[config.mk]
export PLATFORM = sky130hd
export DESIGN_NAME = cc_flag_gen
export DESIGN_NICKNAME = d
export VERILOG_FILES = /design/src/rtl/cc_pkg.sv /design/src/rtl/cc_adder.sv /design/src/rtl/cc_flag_calc.sv /design/src/rtl/cc_flag_gen.sv
export SDC_FILE = /design/constraint.sdc
export NUM_CORES = 1
export LEC_CHECK = 0
export BUFFER_PORTS_ARGS = -buffer_cell sky130_fd_sc_hd__buf_2
export CAP_MARGIN = 20
export CELL_PAD_IN_SITES_DETAIL_PLACEMENT = 1
export CELL_PAD_IN_SITES_GLOBAL_PLACEMENT = 2
export CORE_UTILIZATION = 32
export DETAILED_ROUTE_END_ITERATION = 10
export GPL_TIMING_DRIVEN = 0
export PLACE_DENSITY_LB_ADDON = 0.1
export SYNTH_ARGS = -nofsm -noshare
export SYNTH_HDL_FRONTEND = slang
export SYNTH_SLANG_ARGS = --single-unit
[constraint.sdc]
create_clock -name vclk -period 8.6
set_clock_uncertainty 0.05 [all_clocks]
set_input_delay 0.43 -clock vclk [all_inputs]
set_output_delay 0.43 -clock vclk [all_outputs]
set_load 0.05 [all_outputs]
[src/rtl/cc_pkg.sv]
package cc_pkg;
  typedef enum logic [2:0] {
    CC_LOGIC = 3'd0,
    CC_ADD   = 3'd1,
    CC_SUB   = 3'd2,
    CC_ADDX  = 3'd3,
    CC_SUBX  = 3'd4,
    CC_CMPB  = 3'd5,
    CC_CMPW  = 3'd6,
    CC_RSVD  = 3'd7
  } cc_op_e;

  localparam int unsigned NARROW_N = 2;  // byte and halfword compares
  localparam int unsigned NARROW_BASE_W = 8;
endpackage

[src/rtl/cc_adder.sv]
module cc_adder #(
  parameter int unsigned W = 32
) (
  input  logic [W-1:0] a_i,
  input  logic [W-1:0] b_i,
  input  logic         cin_i,
  output logic [W-1:0] sum_o,
  output logic         cout_o
);
  logic [W:0] full;
  always_comb begin
    full   = {1'b0, a_i} + {1'b0, b_i} + {{W{1'b0}}, cin_i};
    sum_o  = full[W-1:0];
    cout_o = full[W];
  end
endmodule

[src/rtl/cc_flag_calc.sv]
module cc_flag_calc #(
  parameter int unsigned W = 32
) (
  input  logic [W-1:0] a_i,
  input  logic [W-1:0] beff_i,  // b, or ~b for subtraction
  input  logic [W-1:0] sum_i,
  output logic         n_o,
  output logic         z_o,
  output logic         v_o
);
  always_comb begin
    n_o = sum_i[W-1];
    z_o = (sum_i == '0);
    // signed overflow: addends share a sign the sum lost
    v_o = (a_i[W-1] == beff_i[W-1]) && (sum_i[W-1] != a_i[W-1]);
  end
endmodule

[src/rtl/cc_flag_gen.sv]
module cc_flag_gen
  import cc_pkg::*;
#(
  parameter int unsigned DATA_W = 32
) (
  input  logic [2:0]        op_i,
  input  logic [DATA_W-1:0] a_i,
  input  logic [DATA_W-1:0] b_i,
  input  logic              x_i,
  input  logic              z_i,
  output logic [DATA_W-1:0] result_o,
  output logic              n_o,
  output logic              z_o,
  output logic              v_o,
  output logic              c_o,
  output logic              x_o
);
  cc_op_e op;
  logic   is_sub, is_ext, is_arith, is_cmp;
  logic   cin;
  logic [DATA_W-1:0] b_eff, sum;
  logic   cout, m_n, m_z, m_v, m_c;

  logic [NARROW_N-1:0] nr_n, nr_z, nr_v, nr_c;

  always_comb begin
    op       = cc_op_e'(op_i);
    is_sub   = (op == CC_SUB) || (op == CC_SUBX) || (op == CC_CMPB) || (op == CC_CMPW);
    is_ext   = (op == CC_ADDX) || (op == CC_SUBX);
    is_arith = (op == CC_ADD) || (op == CC_SUB) || is_ext;
    is_cmp   = (op == CC_CMPB) || (op == CC_CMPW);
    b_eff    = is_sub ? ~b_i : b_i;
    unique case (op)
      CC_ADDX: cin = x_i;
      CC_SUBX: cin = ~x_i;
      CC_SUB, CC_CMPB, CC_CMPW: cin = 1'b1;
      default: cin = 1'b0;
    endcase
  end

  cc_adder #(.W(DATA_W)) u_add_main (
    .a_i(a_i), .b_i(b_eff), .cin_i(cin), .sum_o(sum), .cout_o(cout)
  );

  cc_flag_calc #(.W(DATA_W)) u_flag_main (
    .a_i(a_i), .beff_i(b_eff), .sum_i(sum), .n_o(m_n), .z_o(m_z), .v_o(m_v)
  );

  assign m_c = is_sub ? ~cout : cout;

  // narrow compare lanes: 8 and 16 bits, always subtract
  for (genvar g = 0; g < NARROW_N; g++) begin : g_narrow
    localparam int unsigned NW = NARROW_BASE_W << g;
    logic [NW-1:0] nb, ns;
    logic          nco;
    assign nb = ~b_i[NW-1:0];
    cc_adder #(.W(NW)) u_add (
      .a_i(a_i[NW-1:0]), .b_i(nb), .cin_i(1'b1), .sum_o(ns), .cout_o(nco)
    );
    cc_flag_calc #(.W(NW)) u_flag (
      .a_i(a_i[NW-1:0]), .beff_i(nb), .sum_i(ns),
      .n_o(nr_n[g]), .z_o(nr_z[g]), .v_o(nr_v[g])
    );
    assign nr_c[g] = ~nco;
  end

  always_comb begin
    result_o = a_i;
    n_o      = a_i[DATA_W-1];
    z_o      = (a_i == '0);
    v_o      = 1'b0;
    c_o      = 1'b0;
    x_o      = x_i;
    if (is_arith || is_cmp) result_o = sum;
    if (is_arith) begin
      n_o = m_n;
      z_o = is_ext ? (m_z & z_i) : m_z;
      v_o = m_v;
      c_o = m_c;
      x_o = m_c;
    end else if (is_cmp) begin
      n_o = (op == CC_CMPB) ? nr_n[0] : nr_n[1];
      z_o = (op == CC_CMPB) ? nr_z[0] : nr_z[1];
      v_o = (op == CC_CMPB) ? nr_v[0] : nr_v[1];
      c_o = (op == CC_CMPB) ? nr_c[0] : nr_c[1];
    end
  end
endmodule

==> flow_metrics.tcl <==
set metrics [dict create \
    worstHoldStart "a_i[20]" \
    postCtsSetupBuffers 0 \
    path_class "input port to output port" \
    cp.arrival_ns 5.75 \
    rsz0062_at_grt "false" \
    synth-warning-count 0 \
    syn_nets 712 \
    status "finished clean" \
    tns_ns 0 \
    fp.dieW_um 113.6 \
    fin_crit_ns 6.225 \
    synth_area_um2 3988 \
    area_growth_pct 18.32 \
    nets 818 \
    drtIter0Drc 231 \
    die-height_um 113.6 \
    fmaxAchievable_ghz 0.1606 \
    grt_pass1_wl_mm 26.06 \
    clock_buffers 0 \
    initial_core_util_pct 33.06 \
    final-setup-viol-count 0 \
    num_rows 40 \
    final_cell_mix "buf_2, nand2_1, xnor2_1" \
    p_per_area_nw_per_um2 160.3 \
    grt_antenna_before_repair 0 \
    hold-path-endpoint "result_o[20]" \
    io_buffer_count 104 \
    dieArea_um2 12910 \
    gp_congestion 0.8788 \
    vias 4837 \
    slew_violations 0 \
    n_sequential_cell 0 \
    cap_violations 0 \
    hold_viol_final 0 \
    worst_slack_ns 2.375 \
    leakagePower_nw 2.046 \
    relSlewSlack_pct 45.10 \
    grt_use_total_pct 25.41 \
    grt_max_degree 11 \
    antenna_cells 0 \
    dr.pass1.iters 4 \
    ctsHoldBuffers 0 \
    cts-resized-gates 0 \
    ant_nets 0 \
    grt_pass1_vias 4820 \
    crit_path_start_kind "input port" \
    post-place-ws_ns 2.385 \
    seq_area_um2 0 \
    yosysSeqAreaShare_pct 0 \
    core_region_area_um2 12060 \
    synthCells 593 \
    avgSynthCellArea_um2 6.724 \
    drive_gt1_share_pct 19.94 \
    synth_cell_types 76 \
    whs_path_depth 4 \
    period_share_pct 72.39 \
    required_ns 8.12 \
    cp_max_fo 10 \
    ios 106 \
    mostFrequentLayoutCell "buf_2" \
    worst_pin_slew_ns 0.8149 \
    hold_class "input port to output port" \
    vias_per_cell 5.592 \
    overflow 0 \
    vdd_drop_max_mv 0.08390 \
    drt-total-wl_mm 16.44 \
    drc 0 \
    wl_per_cell_um 19.01 \
    hpwl_mm 14.06 \
    cp-end-kind "output port" \
]
## critical path, cell delays in order
cell	delay, ns
clkbuf_1	0.21
clkbuf_1	0.39
inv_1	0.10
nand2_1	0.16
o21a_1	0.15
clkbuf_1	0.24
buf_2	0.35
xnor2_1	0.14
fa_1	0.44
fa_1	0.42
a21o_2	0.24
a221o_1	0.39
a21oi_1	0.37
o21ai_1	0.24
o311ai_2	0.40
o2111ai_1	0.20
nor4b_2	0.25
nand4_1	0.16
o21ai_1	0.18
buf_2	0.28
## how the worst max path moves through the flow
stage / startpoint / endpoint / slack, ns / depth (start not counted)
after global placement: op_i[0] / z_o / 2.46 / 20
after floorplan: op_i[0] / c_o / 2.98 / 19
final: op_i[0] / z_o / 2.37 / 20
after global routing: op_i[0] / z_o / 2.03 / 20
after CTS: op_i[0] / z_o / 2.38 / 20
after detailed placement: op_i[0] / z_o / 2.38 / 20
## cell type report
type	instances	area (um^2)
multi-input combinational	538	3765
tap	168	210.2
timing repair buffer	104	520.5
fill	1603	7343
inverter	33	123.9
buffer	22	98.84
## synth_stat cells (all sizes together) (4+ instances only)
| cell type | instances | area (um^2) |
|---|---|---|
| a21oi | 50 | 265.3 |
| nand4 | 10 | 62.56 |
| o21a | 12 | 97.59 |
| a211o | 4 | 35.03 |
| nor2 | 34 | 127.6 |
| or3 | 8 | 51.30 |
| ha | 47 | 588.1 |
| clkbuf | 10 | 37.54 |
| o21ai | 59 | 299.0 |
| mux2 | 8 | 90.09 |
| xnor2 | 53 | 464.2 |
| a21o | 17 | 128.9 |
| nand2 | 68 | 255.2 |
| xor2 | 10 | 87.58 |
| nor3 | 19 | 95.09 |
| o31ai | 5 | 37.54 |
| a211oi | 8 | 60.06 |
| inv | 33 | 123.9 |
| a31oi | 5 | 31.28 |
| o211ai | 8 | 65.06 |
| mux2i | 7 | 70.07 |
| buf | 12 | 61.30 |
| nor2b | 7 | 43.79 |
| nand3 | 18 | 90.09 |
| and3 | 6 | 37.54 |
| nor4 | 10 | 62.56 |
| o21bai | 4 | 30.03 |
## logic make-up (layout without fill, tap and decap cells)
kind of cell | Yosys count | in the layout | share of synthesized area (%)
AND/OR/NAND/NOR | 203 | 203 | 25.57
AO/OA/AOI/OAI | 207 | 207 | 34.74
adder cells (fa/ha/maj) | 50 | 50 | 16.25
buffers and inverters | 55 | 159 | 5.585
multiplexers | 15 | 15 | 4.016
XOR/XNOR | 63 | 63 | 13.84
## per-layer routing
layer | vias to the layer above | wire length, um | global-route usage [%]
met5 | - | 0 | 0
met4 | 0 | 149 | 2.018
met3 | 8 | 495 | 0.6376
met2 | 93 | 7483 | 42.44
met1 | 2305 | 8314 | 37.63
li1 | 2431 | - | -
## per-stage QoR
stage	util, %	hold WS [ns]	area [um^2]	total power, mW	std cells
floorplan	-	1.108	3988	0.5619	593
global placement	39.12	1.240	4718	0.7382	865
detailed placement	39.12	1.245	4718	0.7504	865
CTS	39.12	1.245	4718	0.7542	865
global route	39.12	1.281	4718	0.8151	865
finish	39.12	1.238	4718	0.7564	865
## power breakdown
part | internal (mW) | switching (mW) | total, mW
Combinational | 0.239 | 0.518 | 0.756
Clock | 0 | 0 | 0
Sequential | 0 | 0 | 0
Note: power is estimated with default switching activity, not from simulation.
